### config.mk
export PLATFORM = sky130hd
export DESIGN_NAME = rsched_top
export DESIGN_NICKNAME = d
export VERILOG_FILES = /design/src/rtl/rsched_pkg.sv /design/src/rtl/rsched_fifo.sv /design/src/rtl/rsched_load.sv /design/src/rtl/rsched_top.sv
export SDC_FILE = /design/constraint.sdc
export NUM_CORES = 1
export LEC_CHECK = 0
export BUFFER_PORTS_ARGS = -buffer_cell sky130_fd_sc_hd__buf_2
export CAP_MARGIN = 20
export CORE_MARGIN = 5
export CORE_UTILIZATION = 50
export CTS_CLUSTER_SIZE = 8
export DETAILED_ROUTE_END_ITERATION = 12
export PLACE_DENSITY = 0.7
export SLEW_MARGIN = 20
export SYNTH_ARGS = -nofsm -noshare
export SYNTH_HDL_FRONTEND = slang
export SYNTH_SLANG_ARGS = --single-unit
### constraint.sdc
create_clock -name clk -period 1.4 [get_ports clk]
set_input_delay 0.07 -clock clk [delete_from_list [all_inputs] [get_ports clk]]
set_output_delay 0.07 -clock clk [all_outputs]
set_load 0.005 [all_outputs]
### src/rtl/rsched_pkg.sv
package rsched_pkg;
  typedef enum logic {
    SCH_IDLE,
    SCH_LOAD
  } sch_state_t;

  typedef enum logic [1:0] {
    LD_IDLE,
    LD_READ,
    LD_SETTLE
  } ld_state_t;
endpackage

### src/rtl/rsched_fifo.sv
module rsched_fifo #(
  parameter int W     = 24,
  parameter int DEPTH = 4
) (
  input  logic         clk,
  input  logic         rst_n,
  input  logic         push_valid,
  output logic         push_ready,
  input  logic [W-1:0] push_data,
  input  logic         pop,
  output logic         head_valid,
  output logic [W-1:0] head_data
);
  localparam int PW = (DEPTH > 1) ? $clog2(DEPTH) : 1;
  localparam int CW = $clog2(DEPTH + 1);

  logic [W-1:0]  mem_q [DEPTH];
  logic [PW-1:0] wr_q, wr_d, rd_q, rd_d;
  logic [CW-1:0] cnt_q, cnt_d;
  logic          do_push;

  assign push_ready = (cnt_q != CW'(DEPTH));
  assign head_valid = (cnt_q != '0);
  assign head_data  = mem_q[rd_q];
  assign do_push    = push_valid && push_ready;

  always_comb begin
    wr_d  = wr_q;
    rd_d  = rd_q;
    cnt_d = cnt_q;
    if (do_push) wr_d = (wr_q == PW'(DEPTH - 1)) ? '0 : wr_q + PW'(1);
    if (pop)     rd_d = (rd_q == PW'(DEPTH - 1)) ? '0 : rd_q + PW'(1);
    if (do_push && !pop)      cnt_d = cnt_q + CW'(1);
    else if (!do_push && pop) cnt_d = cnt_q - CW'(1);
  end

  always_ff @(posedge clk or negedge rst_n) begin
    if (!rst_n) begin
      wr_q  <= '0;
      rd_q  <= '0;
      cnt_q <= '0;
    end else begin
      wr_q  <= wr_d;
      rd_q  <= rd_d;
      cnt_q <= cnt_d;
    end
  end

  always_ff @(posedge clk) begin
    if (do_push) mem_q[wr_q] <= push_data;
  end


  fifo_bound_chk: assert property (@(posedge clk) disable iff (!rst_n) cnt_q <= CW'(DEPTH));

  no_pop_empty_chk: assert property (@(posedge clk) disable iff (!rst_n) pop |-> head_valid);
endmodule

### src/rtl/rsched_load.sv
module rsched_load
  import rsched_pkg::*;
#(
  parameter int IW     = 2,
  parameter int LW     = 8,
  parameter int CAW    = 8,
  parameter int STRIDE = 64,
  parameter int EXTRA  = 3
) (
  input  logic           clk,
  input  logic           rst_n,
  input  logic           start,
  input  logic [IW-1:0]  mod_idx,
  input  logic [LW-1:0]  len,
  output logic           cfg_rd_valid,
  input  logic           cfg_rd_ready,
  output logic [CAW-1:0] cfg_rd_addr,
  output logic           fin
);
  localparam int EW = (EXTRA > 1) ? $clog2(EXTRA) : 1;
  localparam logic [EW-1:0] DLAST = EW'((EXTRA > 0) ? EXTRA - 1 : 0);
  localparam bit NO_EXTRA = (EXTRA == 0);

  ld_state_t      st_q, st_d;
  logic [LW-1:0]  wcnt_q, wcnt_d, len_q, len_d;
  logic [EW-1:0]  dcnt_q, dcnt_d;
  logic [CAW-1:0] base_q, base_d;
  logic           rd_hs, last_rd;

  assign cfg_rd_valid = (st_q == LD_READ);
  assign cfg_rd_addr  = base_q + CAW'(wcnt_q);
  assign rd_hs        = cfg_rd_valid && cfg_rd_ready;
  assign last_rd      = rd_hs && (wcnt_q == len_q - LW'(1));
  assign fin          = ((st_q == LD_SETTLE) && (dcnt_q == DLAST)) || (NO_EXTRA && last_rd);

  always_comb begin
    st_d   = st_q;
    wcnt_d = wcnt_q;
    dcnt_d = dcnt_q;
    len_d  = len_q;
    base_d = base_q;
    case (st_q)
      LD_IDLE: if (start) begin
        st_d   = LD_READ;
        wcnt_d = '0;
        len_d  = len;
        base_d = CAW'(int'(mod_idx) * STRIDE);
      end
      LD_READ: if (rd_hs) begin
        if (last_rd) begin
          st_d   = NO_EXTRA ? LD_IDLE : LD_SETTLE;
          dcnt_d = '0;
        end else begin
          wcnt_d = wcnt_q + LW'(1);
        end
      end
      LD_SETTLE: begin
        if (dcnt_q == DLAST) st_d = LD_IDLE;
        else                 dcnt_d = dcnt_q + EW'(1);
      end
      default: st_d = LD_IDLE;
    endcase
  end

  always_ff @(posedge clk or negedge rst_n) begin
    if (!rst_n) begin
      st_q   <= LD_IDLE;
      wcnt_q <= '0;
      dcnt_q <= '0;
      len_q  <= '0;
      base_q <= '0;
    end else begin
      st_q   <= st_d;
      wcnt_q <= wcnt_d;
      dcnt_q <= dcnt_d;
      len_q  <= len_d;
      base_q <= base_d;
    end
  end


  rd_hold_chk: assert property (@(posedge clk) disable iff (!rst_n)
    (cfg_rd_valid && !cfg_rd_ready) |=> (cfg_rd_valid && $stable(cfg_rd_addr)));
endmodule

### src/rtl/rsched_top.sv
module rsched_top
  import rsched_pkg::*;
#(
  parameter int NMOD        = 4,
  parameter int AW          = 8,
  parameter int DW          = 16,
  parameter int DEPTH       = 4,
  parameter int LW          = 8,
  parameter int CAW         = 8,
  parameter int CFG_STRIDE  = 64,
  parameter int EXTRA_DELAY = 3,
  parameter logic [NMOD*LW-1:0] CFG_LEN = {8'd2, 8'd6, 8'd3, 8'd5},
  localparam int IW = (NMOD > 1) ? $clog2(NMOD) : 1
) (
  input  logic           clk,
  input  logic           rst_n,
  input  logic           req_valid,
  output logic           req_ready,
  input  logic [AW-1:0]  req_addr,
  input  logic [DW-1:0]  req_data,
  input  logic [NMOD-1:0] mod_busy,
  output logic           disp_valid,
  output logic [IW-1:0]  disp_mod,
  output logic [AW-1:0]  disp_addr,
  output logic [DW-1:0]  disp_data,
  output logic           cfg_rd_valid,
  input  logic           cfg_rd_ready,
  output logic [CAW-1:0] cfg_rd_addr,
  output logic           reconf_done,
  output logic [IW-1:0]  reconf_mod,
  output logic           busy
);
  localparam int QW = AW + DW;

  logic          rs_meta_q, rs_q;
  logic          head_valid, pop, start, fin, hit, region_free;
  logic [QW-1:0] head_data;
  logic [AW-1:0] head_addr;
  logic [DW-1:0] head_pay;
  logic [IW-1:0] tgt;
  logic [LW-1:0] tgt_len;
  sch_state_t    st_q, st_d;
  logic          res_valid_q, res_valid_d;
  logic [IW-1:0] res_idx_q, res_idx_d;
  logic          disp_valid_q, done_q;
  logic [IW-1:0] disp_mod_q, done_mod_q;
  logic [AW-1:0] disp_addr_q;
  logic [DW-1:0] disp_data_q;

  // asynchronous assertion, synchronous release
  always_ff @(posedge clk or negedge rst_n) begin
    if (!rst_n) begin
      rs_meta_q <= 1'b0;
      rs_q      <= 1'b0;
    end else begin
      rs_meta_q <= 1'b1;
      rs_q      <= rs_meta_q;
    end
  end

  rsched_fifo #(.W(QW), .DEPTH(DEPTH)) u_fifo (
    .clk(clk), .rst_n(rs_q),
    .push_valid(req_valid), .push_ready(req_ready), .push_data({req_addr, req_data}),
    .pop(pop), .head_valid(head_valid), .head_data(head_data)
  );

  assign head_addr   = head_data[QW-1 -: AW];
  assign head_pay    = head_data[DW-1:0];
  assign tgt         = head_addr[AW-1 -: IW];
  assign tgt_len     = CFG_LEN[int'(tgt)*LW +: LW];
  assign hit         = res_valid_q && (res_idx_q == tgt);
  assign region_free = !res_valid_q || !mod_busy[res_idx_q];

  rsched_load #(.IW(IW), .LW(LW), .CAW(CAW), .STRIDE(CFG_STRIDE), .EXTRA(EXTRA_DELAY)) u_load (
    .clk(clk), .rst_n(rs_q), .start(start), .mod_idx(tgt), .len(tgt_len),
    .cfg_rd_valid(cfg_rd_valid), .cfg_rd_ready(cfg_rd_ready), .cfg_rd_addr(cfg_rd_addr),
    .fin(fin)
  );

  always_comb begin
    st_d        = st_q;
    pop         = 1'b0;
    start       = 1'b0;
    res_valid_d = res_valid_q;
    res_idx_d   = res_idx_q;
    case (st_q)
      SCH_IDLE: if (head_valid) begin
        if (hit) begin
          pop = 1'b1;
        end else if (region_free) begin
          start       = 1'b1;
          res_valid_d = 1'b0;
          st_d        = SCH_LOAD;
        end
      end
      SCH_LOAD: if (fin) begin
        res_valid_d = 1'b1;
        res_idx_d   = tgt;
        st_d        = SCH_IDLE;
      end
      default: st_d = SCH_IDLE;
    endcase
  end

  always_ff @(posedge clk or negedge rs_q) begin
    if (!rs_q) begin
      st_q         <= SCH_IDLE;
      res_valid_q  <= 1'b0;
      res_idx_q    <= '0;
      disp_valid_q <= 1'b0;
      done_q       <= 1'b0;
      done_mod_q   <= '0;
    end else begin
      st_q         <= st_d;
      res_valid_q  <= res_valid_d;
      res_idx_q    <= res_idx_d;
      disp_valid_q <= pop;
      done_q       <= fin;
      if (fin) done_mod_q <= tgt;
    end
  end

  always_ff @(posedge clk) begin
    if (pop) begin
      disp_mod_q  <= tgt;
      disp_addr_q <= head_addr;
      disp_data_q <= head_pay;
    end
  end

  assign disp_valid  = disp_valid_q;
  assign disp_mod    = disp_mod_q;
  assign disp_addr   = disp_addr_q;
  assign disp_data   = disp_data_q;
  assign reconf_done = done_q;
  assign reconf_mod  = done_mod_q;
  assign busy        = head_valid || (st_q == SCH_LOAD);


  disp_resident_chk: assert property (@(posedge clk) disable iff (!rs_q)
    disp_valid_q |-> (res_valid_q && res_idx_q == disp_mod_q));

  no_preempt_chk: assert property (@(posedge clk) disable iff (!rs_q)
    (res_valid_q && mod_busy[res_idx_q]) |-> !cfg_rd_valid);

  done_pulse_chk: assert property (@(posedge clk) disable iff (!rs_q)
    done_q |=> !done_q);
endmodule

* Word level (Yosys, flattened, before mapping)
Memory sizes are Yosys's and may differ from the RTL's. Index checks and enable logic that the tools add are counted.
Word-level totals: register bits after elaboration 65, RAM bits 96, input bits 32, output and inout port bits 41, word-level logic and storage cells 108, memories kept 1
Operators by class: $add $sub $neg 8, order comparisons 1, equal/unequal tests 18, shift-type cells 1, mux-type cells 35, bitwise gates (word level) 1, reduce and logical (&&, ||, !) cells 24
Memories:
- u_fifo.mem_q | words 4, bits a word 24, read ports 1, clocked after Yosys merged registers in 0, wr ports 1, line rsched_fifo.sv:17 | logic [W-1:0] mem_q [DEPTH];
Operators with widths (number):
- $shiftx 32x6->8 const A | 1
- $mux 8 | 3
- $ne 2x2->1 const B | 10
- $mux 2 | 9
- $pmux 8 s2 | 1
- $reduce_and 4->1 | 4
- $mux 1 | 15
- $add 8x1->8 const B | 1
- $add 8x8->8 | 1
- $eq 2x2->1 const B | 4
- $eq 8x8->1 | 1
- $sub 8x1->8 const B | 1
- $logic_and 1x1->1 | 7
- $add 2x1->2 const B | 3
- $mux 3 | 2
- $pmux 2 s3 | 1
- $reduce_bool 2->1 | 3
- $logic_not 1->1 | 4
- $pmux 1 s2 | 2
- $pmux 2 s2 | 1
- $reduce_and 2->1 | 2
- $add 3x1->3 const B | 1
- $lt 2x3->1 const B | 1
- $ne 3x3->1 const B | 1
- 8 further kinds | 9

* Logic depth before layout (Yosys ltp)
Gate-level depths: netlist (run 1).
word-level depth 10, gate-level depth with buffers 11, gate-level depth less buffers 10

* Cells and area by module
From an unflattened synthesis (run 1), not the netlist that was laid out.
Second synthesis, totals: cells, all modules 373, area total of the unflattened synthesis 6419.9 um^2
By module, submodules not included:
- rsched_fifo | instances 1, cells an instance 163, area an instance 3938.8 um^2, sequential area each 3057.9 um^2
- rsched_load | instances 1, cells an instance 147, area an instance 1321.3 um^2, sequential area each 550.5 um^2
- rsched_top | instances 1, cells an instance 63, area an instance 1159.9 um^2, sequential area each 970.9 um^2

* Least setup slack after synthesis (run 1)
No wires, ideal clock.
kind register to register, start point register u_fifo.rd_q[1], end point register u_fifo.cnt_q[2], setup time 0.079 ns, arrival time 2.455 ns, data required time 1.321 ns, setup slack -1.134 ns, cell stages (with the launch flop) 12, buffers on the path 1, period minus slack after synthesis 2.534 ns, path through dfrtp_1 > buf_6 > mux2_4 > and4b_4 > o31a_4 > nand2_4 > ha_1 > inv_1 > fa_1 > xor2_1 > nor2_1 > xor2_1
Between the ends: cells in the longest elaborated chain, start to end 9, elaborated cells between the ends (all ways) 11, classes of those cells 1 x eq/ne; 4 x mux; 5 x reduce/logical; 1 x memory
Ends and longest elaborated chain:
- start, declared | line rsched_fifo.sv:18 | logic [PW-1:0] wr_q, wr_d, rd_q, rd_d;
- start signal, assigned | line rsched_fifo.sv:44 | rd_q <= rd_d;
- $mem_v2 4x24 *
- $eq 2x2->1 * | line rsched_top.sv:71 | assign hit = res_valid_q && (res_idx_q == tgt);
- $logic_and 1x1->1 * | line rsched_top.sv:71
- $mux 1 * | line rsched_top.sv:88 | if (hit) begin
- $mux 1 * | line rsched_top.sv:87 | SCH_IDLE: if (head_valid) begin
- $mux 1 * | line rsched_top.sv:86 | case (st_q)
- $logic_not 1->1 | line rsched_fifo.sv:33 | if (do_push && !pop) cnt_d = cnt_q + CW'(1);
- $logic_and 1x1->1 | line rsched_fifo.sv:33
- $mux 3 / $reduce_bool 2->1 (equally long branches)
- end signal, assigned | line rsched_fifo.sv:45 | cnt_q <= cnt_d;
- end, declared | line rsched_fifo.sv:19 | logic [CW-1:0] cnt_q, cnt_d;
Every way passes the cells marked *; elsewhere a longest branch is shown, timed or not. A chain may end at the register's enable or synchronous reset.

* Worst setup path after layout (run 1)
Same ends and word-level chain as after synthesis.

==> summary.txt, run 1 <==
Place
  • Final HPWL DP: 7.43 mm
  • Routability Congestion: 0.810
  • Placed Cells: 625
  • Pre-CTS setup slack: -0.998 ns
  • Port bufs: 72

Power
  • Maximum vdd drop: 0.00115 V
  • Power consumption: 16.6 mW
  • Power per cell area: 1900 nW/um^2
  • Leak Pwr: 3.45 nW

Final layout
  • Syn-to-layout area delta: 41.6%
  • Non-Filler Instances: 718
  • ANT cells: 0
  • Layout cells sized above 1: 48.2%
  • Final #Nets: 583
  • Finished Core Util: 72.5%

Setup path
  • Crit path max-delay family: adder cells
  • Arrival time worst endpoint: 2.77 ns
  • Worst setup SP type: register
  • Cell mode on critical path: xor2_1
  • Nature of the critical path endpoint: register
  • Critical path origin: u_fifo.rd_q[1]
  • Worst Path Class, Setup: reg -> reg
  • Critical path, cell by cell: buf_6 > mux2i_4 > mux2i_1 > o31a_4 > nand2_4 > ha_4 > inv_2 > fa_2 > xor2_1 > nor2_1 > xor2_1
  • Critical Path Max Stage Delay: 0.44 ns
  • Worst EP required: 1.73 ns
  • Slowest cell on the critical path: dfrtp_2
  • Crit Path Max Fanout: 4
  • Crit path buffers/inverters: 2
  • Worst r2r src: u_fifo.rd_q[1]

Floorplan
  • Die Y: 121 um
  • Starting Density: 51.2%
  • I/O Pins: 73
  • Row cnt: 40
  • Die area: 14700 sq um
  • Core area: 12100 sq um
  • Horiz. Die Dim: 121 um

Clock tree
  • CTS tree: yes
  • CTS buffer count: 17
  • CTS max path bufs: 2
  • Clk sink count: 154
  • Clock latency at the later pin of the worst-skew pair: 0.43 ns
  • H-tree depth: 4
  • Clock slew at reported path FFs: 0.06 ns
  • Cell chosen for the clock root: clkbuf_16

Routing
  • DRC: 0
  • Via Count: 3813
  • Iter 0 DRT Violations: 270
  • Post-DRT Antenna Nets: 0
  • DR pass1 iterations: 5
  • DR WL/cell: 20.5 um
  • Post-Route WL: 14.8 mm
  • Via density: 5.31

Timing
  • Clk_skew: 0.0111 ns
  • Max Freq: 0.410 GHz
  • RSZ-0062 raised after global routing: yes
  • # setup viols final: 166
  • Period minus WS final: 2.44 ns
  • Hold_ws: 0.0777 ns
  • Final period utilization: 174%
  • Setup ws final: -1.04 ns
  • Final hold vios: 0
  • Slew Limit Fails: 0

Yosys
  • Netlist Area Pre-Place: 6170 sq um
  • Mux contribution to synthesized area: 11.6%
  • Synth area leader: edfxtp_1
  • Largest cells by area after synthesis: edfxtp_1 58%, dfrtp_1 14%, mux4_2 8.8%
  • Register area share after synthesis: 72.2%
  • Syn nets: 389
  • Mean Syn Cell Area: 17.9 sq um
  • Post-Synth Simple-Gate Area: 6.08%
  • Xor/xnor share of the synthesized area: 1.40%
  • Yosys reg bits: 154
  • Cells after synthesis: 345
  • Share of the synthesized area in the top cell type: 58.4%
  • Library cells used by synthesis: 48
  • Synth Area in Compound Gates: 3.14%
  • YS warnings: 0
  • Post-synthesis adder-cell area fraction: 2.55%
  • Largest family of logic cells by synthesized area: multiplexers

Run status
  • Outcome: finished with violations
  • Violated checks: setup timing

Global routing
  • First-pass GRT wire length: 20.1 mm
  • Largest net degree at the start of global routing: 33
  • Gr usage total: 18.3%
  • Number of global-route vias before repair: 3903
  • Initial antenna violation count: 0
  • GR Overflow Total: 0

Worst hold path
  • Worst min-delay path class: in -> reg
  • Hold_sp: cfg_rd_ready

Run
  • Max-Cap Viols: 0
## cell type report
cell class | count | area, sq um
clock buffer | 18 | 429
clock inverter | 12 | 150
fill | 737 | 3320
inverter | 21 | 91.3
multi-input combinational | 154 | 1720
sequential | 154 | 4460
tap | 168 | 210
timing repair buffer | 191 | 1690
## metrics by stage
stage | area (sq um) | TNS, ns
2_1_floorplan | 6230 | -38.97
3_3_place_gp | 7160 | -35.75
3_5_place_dp | 7160 | -37.23
4_1_cts | 8330 | -34.47
5_1_grt | 8740 | -43.48
6_report | 8740 | -36.68
## power breakdown
part	internal [mW]	switching, mW	leakage [nW]
sequential	6.01	0.495	1.51
clock	2.77	1.75	0.281
combinational	3.06	2.52	1.65
total	11.8	4.77	3.45
## metal layers
layer,track usage (%),vias to the layer above,wire length [um]
met5,0,-,0
met4,6.52,0,260
met3,5.41,22,792
met2,30.9,125,7790
met1,22.5,1959,5910
li1,-,1707,-
## worst paths after layout
check,endpoint,slack [ns],cells past startpoint
max in group asynchronous,rs_meta_q,0.78,3
hold reg to reg,u_load.dcnt_q[1],0.26,1
hold / removal,u_load.dcnt_q[1],0.08,3
setup / recovery,u_fifo.cnt_q[2],-1.04,11
setup reg to reg,u_fifo.cnt_q[2],-1.04,11
min in group asynchronous,u_load.dcnt_q[1],0.26,1
## synthesized netlist by cell type, drive strengths merged
cell       n
a211oi     1
a21boi     1
a21o       4
a21oi      2
and2       2
and3       8
and4b      1
buf       13
clkbuf     3
conb       1
dfrtp     34
edfxtp   120
fa         1
ha        11
inv       21
mux2       7
mux2i      8
mux4      24
nand2     20
nand2b     3
nand3      6
nand3b     2
nand4      2
nor2      11
nor2b      1
nor3       6
nor4       1
nor4b      1
o2111ai    1
o211ai     1
o21ai     10
o21bai     1
o221ai     2
o22ai      1
o31a       1
o31ai      1
or3        3
xnor2      4
xor2       5
## timing repair
item | 4_1_cts | 5_1_grt
setup endpoints to repair | 71 | 174
resized for setup | 45 | 37
gates cloned | 4 | 11
pin swaps | 11 | 18
hold endpoints to repair | 98 | 0
hold buffers | 26 | 0
buffers inserted | 11 | 17
## placed cells by master (no fill, tap or decap), types with 3 or more instances in the layout
cell           instances
a21o_1                 4
and3_1                 4
and3_4                 4
buf_12                 7
buf_16                 3
buf_2                 71
buf_4                 58
buf_6                 13
buf_8                  6
bufinv_16              3
clkbuf_16             24
clkinv_4               3
dfrtp_1               31
dfrtp_2                3
dlygate4sd3_1         26
edfxtp_1             120
ha_1                   6
ha_4                   4
inv_1                 14
inv_2                  6
mux2_4                 6
mux2i_1                7
mux4_2                24
nand2_1               19
nand2b_1               3
nand3_1                5
nor2_1                 9
nor3_1                 4
o21ai_0                3
o21ai_1                4
or3_1                  3
xor2_1                 4
## worst min-delay path, delay by kind of cell
kind                   cells  cell delay, ns
AO/OA/AOI/OAI              1            0.14
AND/OR/NAND/NOR            1            0.13
buffers and inverters      1            0.12
## flip-flops by register name (all words and copies together), names as in the netlist
signal,cells
u_fifo.rd_q,2
rs_meta_q,1
disp_addr,6
disp_data,16
reconf_mod,2
u_fifo.mem_q,96
disp_valid,1
disp_mod,2
u_fifo.wr_q,2
u_load.wcnt_q,8
rs_q,1
res_valid_q,1
u_load.base_q,2
u_load.len_q,3
reconf_done,1
u_load.dcnt_q,2
st_q,1
res_idx_q,2
u_load.st_q,2
u_fifo.cnt_q,3
## kinds of logic (layout without fill, tap and decap cells)
group | count (synthesis) | count (layout)
DFF | 154 | 154
and+or+nand+nor | 67 | 67
other | 1 | 1
adders and majority gates | 12 | 12
muxes | 39 | 39
AOI/OAI and AO/OA | 26 | 26
xor gates and xnor gates | 9 | 9
buffers and inverters | 37 | 242
Note: power is estimated with default switching activity, not from simulation.
==> run 2: changes to the inputs <==
--- a/config.mk
+++ b/config.mk
@@ -13,3 +13,3 @@
 export DETAILED_ROUTE_END_ITERATION = 12
-export PLACE_DENSITY = 0.7
+export PLACE_DENSITY = 0.79
 export SLEW_MARGIN = 20
--- a/constraint.sdc
+++ b/constraint.sdc
@@ -3,2 +3,2 @@
 set_output_delay 0.07 -clock clk [all_outputs]
-set_load 0.005 [all_outputs]
+set_load 0.02 [all_outputs]
==> run 2 against run 1 <==
- the flow still finishes with violations (setup timing)
- maximum frequency is 1.8% lower
- design area is 0.17% higher
- total power is 4.7% higher
- global-route usage is 2.6 points higher
- via count is 7.2% higher
- hold slack worse by 0.0059 ns
- routed wire length is 19% higher
- sequential share of layout area is 0.088 points lower
- combinational power is 9.0% higher
- clock skew is 0.0059 ns higher
- clock power is 5.3% higher
- largest cell class unchanged
==> summary.txt, run 2 (same netlist as run 1, synthesis figures left out) <==
Run status
  • Outcome: finished with violations
  • Violated checks: setup timing

Final layout
  • Layout cells sized above 1: 50.8% (+2.6 points)
  • Non-Filler Instances: 717 (-0.14%)
  • ANT cells: 0 (unchanged)
  • Most common cell after layout, fill and taps aside: edfxtp_1
  • Commonest non-fill, non-tap cells in the layout: 120 x edfxtp_1, 68 x buf_2, 54 x buf_4
  • Biggest register: u_fifo.mem_q
  • Largest register FFs: 96 (unchanged)
  • Fin area: 8750 sq um (+0.17%)
  • Syn-to-layout area delta: 41.9%
  • Final #Nets: 580 (-0.51%)

Routing
  • Iter 0 DRT Violations: 311 (+15%)
  • Via density: 5.70 (+7.4%)
  • DR pass1 iterations: 4 (-1)
  • Post-Route WL: 17.6 mm (+19%)
  • DR WL/cell: 24.5 um (+19%)
  • DRC: 0 (unchanged)
  • Post-DRT Antenna Nets: 0 (unchanged)
  • Via Count: 4089 (+7.2%)

Place
  • DP Area: 7160 sq um (about the same)
  • Routability Congestion: 0.737 (-9.0%)
  • Final HPWL DP: 7.78 mm (+4.6%)
  • Port bufs: 72 (unchanged)
  • Pre-CTS setup slack: -0.969 ns (+0.0284 ns)
  • Placed Cells: 622 (-0.48%)

Global routing
  • GR Overflow Total: 0 (unchanged)
  • First-pass GRT wire length: 22.5 mm (+12%)
  • Number of global-route vias before repair: 3963 (+1.5%)
  • Gr usage total: 20.9% (+2.6 points)
  • Largest net degree at the start of global routing: 27 (-18%)
  • Initial antenna violation count: 0 (unchanged)

Clock tree
  • CTS buffer count: 17 (unchanged)
  • Clock slew at reported path FFs: 0.06 ns (about the same)
  • CTS max path bufs: 2 (unchanged)
  • Cell chosen for the clock root: clkbuf_16
  • Clk sink count: 154 (unchanged)
  • Clock latency at the later pin of the worst-skew pair: 0.44 ns (about the same)
  • CTS tree: yes
  • H-tree depth: 4 (unchanged)

Setup path
  • Critical path, cell by cell: buf_4 > nand3b_1 > mux2i_2 > o31a_4 > nand2_4 > ha_4 > inv_2 > fa_2 > xor2_1 > nor2_1 > xor2_1
  • Slowest cell on the critical path: dfrtp_2
  • Crit Path Max Fanout: 17 (+13)
  • Critical Path Max Stage Delay: 0.43 ns (about the same)
  • Cell mode on critical path: xor2_1
  • Worst reg2reg setup slack: -1.08 ns (-0.04 ns)
  • R2R depth: 11 (unchanged)
  • Worst EP required: 1.74 ns (about the same)
  • Crit Reg-Reg Endpoint: u_fifo.cnt_q[2]
  • Nature of the critical path endpoint: register
  • Worst Path Class, Setup: reg -> reg
  • Worst r2r src: u_fifo.rd_q[0]
  • Arrival time worst endpoint: 2.82 ns (+0.05 ns)
  • Worst setup SP type: register

Timing
  • Final hold vios: 0 (unchanged)
  • Final setup TNS: -62.33 ns (-25.66 ns)
  • RSZ-0062 raised after global routing: yes
  • Final period utilization: 177% (+3.2 points)
  • Setup ws final: -1.08 ns (-0.0443 ns)
  • Slew Limit Fails: 0 (unchanged)
  • Clk_skew: 0.0170 ns (+0.00590 ns)
  • Max Freq: 0.403 GHz (-1.8%)
  • Period minus WS final: 2.48 ns (+0.0443 ns)
  • # setup viols final: 172 (+3.6%)

Power
  • Power per cell area: 1990 nW/um^2 (+4.5%)
  • Seq pwr share: 37.7% (-1.5 points)
  • Switching share of power: 31.9% (+3.2 points)
  • Internal power: 11.8 mW (about the same)
  • Psw: 5.54 mW (+16%)
  • Power consumption: 17.4 mW (+4.7%)
  • Maximum vdd drop: 0.00105 V (-8.9%)
  • Leak Pwr: 3.43 nW (-0.49%)
  • Logic pwr share: 34.9% (+1.3 points)
  • Clock Power Share: 27.3% (about the same)

Worst hold path
  • Hold depth: 3 (unchanged)
  • Worst min-delay path class: in -> reg
  • Hold_sp: cfg_rd_ready
  • Hold endpoint: u_load.st_q[1]

Floorplan
  • Horiz. Die Dim: 121 um (unchanged)
  • Row cnt: 40 (unchanged)
  • Starting Density: 51.2% (unchanged)
  • I/O Pins: 73 (unchanged)
  • Core area: 12100 sq um (unchanged)
  • Die Y: 121 um (unchanged)
  • Die area: 14700 sq um (unchanged)

Run
  • Max-Cap Viols: 0 (unchanged)
run 2: changes by cell type in the layout (fill, tap and decap cells not counted), sizes merged:
| cell | previous run | this run |
|---|---|---|
| and3 | 8 | 14 |
| buf | 158 | 152 |
| clkbuf | 25 | 22 |
| clkinv | 8 | 6 |
| clkinvlp | 1 | 2 |
| inv | 21 | 24 |
run 2: worst max path at each step:
stage / from / end / cells after the start
2_1_floorplan: u_fifo.rd_q[1] / u_fifo.cnt_q[2] / 11
3_3_place_gp: u_fifo.rd_q[1] / u_fifo.cnt_q[2] / 10
3_5_place_dp: u_fifo.rd_q[1] / u_fifo.cnt_q[2] / 10
4_1_cts: u_fifo.rd_q[1] / u_fifo.cnt_q[2] / 10
5_1_grt: u_fifo.rd_q[0] / u_fifo.cnt_q[2] / 11
6_report: u_fifo.rd_q[0] / u_fifo.cnt_q[2] / 11
run 2: through the flow:
stage,hold slack [ns],util (%)
after floorplan,-0.226,-
after global placement,-0.144,59.4
after detailed placement,-0.141,59.4
after CTS,0.0618,69.2
after global routing,0.0942,72.6
final,0.0718,72.6
run 2: worst max-delay path: cells and delay by family, from the launching register on:
| family | cells | cell delay, ns |
|---|---|---|
| xor gates and xnor gates | 2 | 0.34 |
| adders and majority gates | 2 | 0.45 |
| buffers and inverters | 2 | 0.27 |
| AOI/OAI and AO/OA | 1 | 0.38 |
| DFF | 1 | 0.43 |
| and+or+nand+nor | 3 | 0.38 |
| muxes | 1 | 0.12 |
run 2: power groups by stage:
stage | clock network, mW | registers, mW | logic (mW)
after floorplan | 0 | 6.55 | 2.60
after global placement | 0 | 6.43 | 4.13
after detailed placement | 0 | 6.51 | 4.30
after CTS | 4.68 | 6.46 | 4.95
after global routing | 4.96 | 6.61 | 6.36
final | 4.76 | 6.56 | 6.08
run 2: cell type report:
type	instances	area (sq um)
fill	667	3310
timing repair buffer	182	1570
tap	168	210
inverter	21	82.6
clock buffer	18	429
multi-input combinational	160	1830
sequential	154	4460
clock inverter	14	166
run 2: timing repair:
action                     in CTS  in global routing
hold endpoints to repair       98                  0
hold buffers                   26                  0
setup endpoints to repair     127                169
pin swaps                      15                 14
setup buffers                   8                 16
gates resized for setup        38                 46
gates cloned                    7                  8
run 2: layer usage:
layer,up-vias,part of all wire [%],track usage (%)
met5,-,0,0
met4,0,2.9,7.37
met3,51,7.1,5.17
met2,244,52,35.3
met1,2082,38,26.3
li1,1712,-,-
==> run 3: changes to the inputs <==
CORE_UTILIZATION = 28   (was 50)
PLACE_DENSITY = 0.53   (was 0.79)
RECOVER_POWER = 50   (was unset)
==> run 3 against run 2 <==
- the flow still finishes with violations (setup timing)
- clock skew decreased by 0.0083 ns
- combinational power shrank 8.1%
- worst setup slack improved by 0.12 ns
- routed wire length down 23%
- global-route usage down 10 points
- maximum frequency increased by 5.0%
- critical path depth is 3 lower
- total power down 3.6%
- register-to-register slack improved by 0.12 ns
- utilization down 32 points
- sequential share of layout area down 0.47 points
- critical endpoint is now u_fifo.cnt_q[1]
- largest cell class unchanged
- largest power group unchanged
==> summary.txt, run 3 (same netlist as run 1, synthesis figures left out) <==
Place
  • DP Area: 7380 sq um (+3.0%)
  • Final HPWL DP: 8.20 mm (+5.5%)
  • Pre-CTS setup slack: -0.975 ns (-0.00572 ns)
  • Port bufs: 72 (unchanged)
  • Placed Cells: 742 (+19%)
  • Routability Congestion: 0.752 (+2.0%)

Global routing
  • Largest net degree at the start of global routing: 33 (+22%)
  • Initial antenna violation count: 4 (+4)
  • Number of global-route vias before repair: 3803 (-4.0%)
  • GR Util met2: 18.1% (-17 points)
  • GR Util met3: 3.72% (-1.5 points)
  • Gr usage total: 10.9% (-10 points)
  • First-pass GRT wire length: 20.6 mm (-8.2%)
  • GR Overflow Total: 0 (unchanged)
  • Gr busiest metal: met2
  • Grt met1 use: 13.3% (-13 points)

Setup path
  • Worst setup SP type: register
  • Critical Path Max Stage Delay: 0.56 ns (+0.13 ns)
  • Critical path, cell by cell: mux4_2 > xnor2_2 > o31a_4 > nand2_4 > ha_4 > inv_2 > fa_2 > mux2_4
  • Slowest cell on the critical path: mux4_2
  • Arrival time worst endpoint: 2.66 ns (-0.16 ns)
  • Worst Path Class, Setup: reg -> reg
  • Worst EP required: 1.70 ns (-0.04 ns)
  • Nature of the critical path endpoint: register
  • Crit Path Max Fanout: 2 (-15)

Clock tree
  • CTS buffer count: 17 (unchanged)
  • Clock latency at the later pin of the worst-skew pair: 0.42 ns (-0.02 ns)
  • CTS max path bufs: 2 (unchanged)
  • Clock slew at reported path FFs: 0.07 ns (about the same)
  • Clk sink count: 154 (unchanged)
  • H-tree depth: 4 (unchanged)
  • CTS tree: yes
  • Cell chosen for the clock root: clkbuf_16

Routing
  • Iter 0 DRT Violations: 197 (-37%)
  • Post-DRT Antenna Nets: 0 (unchanged)
  • Post-Route WL: 13.6 mm (-23%)
  • DR pass1 iterations: 4 (unchanged)
  • Via density: 4.38 (-23%)
  • DR WL/cell: 16.5 um (-33%)
  • DRC: 0 (unchanged)
  • Via Count: 3621 (-11%)

Final layout
  • Fin area: 8830 sq um (+0.90%)
  • Fillers: 1977 (+200%)
  • Final #Nets: 577 (-0.52%)
  • Layout cells sized above 1: 43.3% (-7.5 points)
  • Commonest non-fill, non-tap cells in the layout: 120 x edfxtp_1, 50 x buf_4, 47 x buf_2
  • Register Area: 4460 sq um (about the same)
  • Area of the multi-input gates: 1780 sq um (-3.2%)
  • Largest register FFs: 96 (unchanged)
  • Biggest register: u_fifo.mem_q
  • Non-Filler Instances: 826 (+15%)
  • Most common cell after layout, fill and taps aside: edfxtp_1
  • Syn-to-layout area delta: 43.1%

Power
  • Internal power: 11.8 mW (-0.21%)
  • Seq pwr share: 38.4% (+0.7 points)
  • Psw: 4.94 mW (-11%)
  • Power per cell area: 1900 nW/um^2 (-4.5%)
  • Power consumption: 16.8 mW (-3.6%)
  • Leak Pwr: 3.38 nW (-1.6%)
  • Logic pwr share: 33.4% (-1.5 points)
  • Switching share of power: 29.5% (-2.4 points)
  • Clock Power Share: 28.3% (+1.0 points)
  • Maximum vdd drop: 0.000741 V (-29%)

Run status
  • Outcome: finished with violations
  • Violated checks: setup timing

Timing
  • Period minus WS final: 2.36 ns (-0.119 ns)
  • Hold_ws: 0.0795 ns (+0.00775 ns)
  • Slew Limit Fails: 0 (unchanged)
  • RSZ-0062 raised after global routing: yes
  • # setup viols final: 125 (-27%)
  • Max Freq: 0.423 GHz (+5.0%)
  • Final hold vios: 0 (unchanged)
  • Clk_skew: 0.00869 ns (-0.00827 ns)
  • Setup ws final: -0.964 ns (+0.119 ns)
  • Final period utilization: 169% (-8.5 points)

Worst hold path
  • Worst min-delay path class: in -> reg

Floorplan
  • Row cnt: 54 (+35%)
  • Starting Density: 28.4% (-23 points)
  • Die area: 25100 sq um (+71%)
  • I/O Pins: 73 (unchanged)
  • Die Y: 158 um (+31%)
  • Core area: 21800 sq um (+80%)
  • Horiz. Die Dim: 158 um (+31%)

Run
  • Max-Cap Viols: 0 (unchanged)
run 3: cell type report:
| cell class | count | area share (%) |
|---|---|---|
| Antenna cell | 1 | 0.0283 |
| Clock buffer | 17 | 4.82 |
| Clock inverter | 14 | 2.11 |
| Inverter | 21 | 1.03 |
| Multi-Input combinational cell | 160 | 20.1 |
| Sequential cell | 154 | 50.5 |
| Tap cell | 280 | 3.97 |
| Timing Repair Buffer | 179 | 17.5 |
run 3: final timing paths:
check	slack (ns)	cells past startpoint	from	endpoint
setup reg to reg	-0.96	8	u_fifo.rd_q[0]	u_fifo.cnt_q[1]
hold / removal	0.08	3	cfg_rd_ready	u_load.dcnt_q[1]
setup / recovery	-0.96	8	u_fifo.rd_q[0]	u_fifo.cnt_q[1]
hold reg to reg	0.28	1	rs_q	reconf_mod[1]
min in group asynchronous	0.28	1	rs_q	reconf_mod[1]
max in group asynchronous	0.78	1	rs_q	u_fifo.rd_q[0]
run 3: power by group through the flow:
stage / Sequential [mW] / Clock, mW / Combinational [mW]
CTS: 6.40 / 4.85 / 5.17
global placement: 6.43 / 0 / 4.36
detailed placement: 6.47 / 0 / 4.46
global route: 6.53 / 5.07 / 6.05
floorplan: 6.55 / 0 / 2.60
finish: 6.43 / 4.74 / 5.59
run 3: metal layers:
metal	routed length (um)	up-vias
li1	-	1703
met3	664	19
met2	6870	73
met5	47	-
met1	5870	1820
met4	171	6
run 3: metrics by stage:
stage	util, %	TNS (ns)
after floorplan	-	-40.15
after global placement	33.9	-42.42
after detailed placement	33.9	-44.70
after CTS	39.5	-39.19
after global routing	40.6	-47.83
final	40.6	-37.59
run 3: critical path: cells and delay by family (launching register included):
kind	cells	cell delay (ns)
AO/OA/AOI/OAI	1	0.17
XOR/XNOR	1	0.16
adder cells (fa/ha/maj)	2	0.58
buffers and inverters	1	0.05
flip-flops	1	0.40
multiplexers	2	0.83
AND/OR/NAND/NOR	1	0.05
run 3: what timing repair did:
item | 4_1_cts | 5_1_grt
hold endpoints to repair | 98 | 0
gates cloned | 6 | 7
hold buffers | 26 | 0
pin swaps | 16 | 10
buffers inserted | 9 | 9
gates resized for setup | 39 | 34
endpoints found under the setup margin | 137 | 177
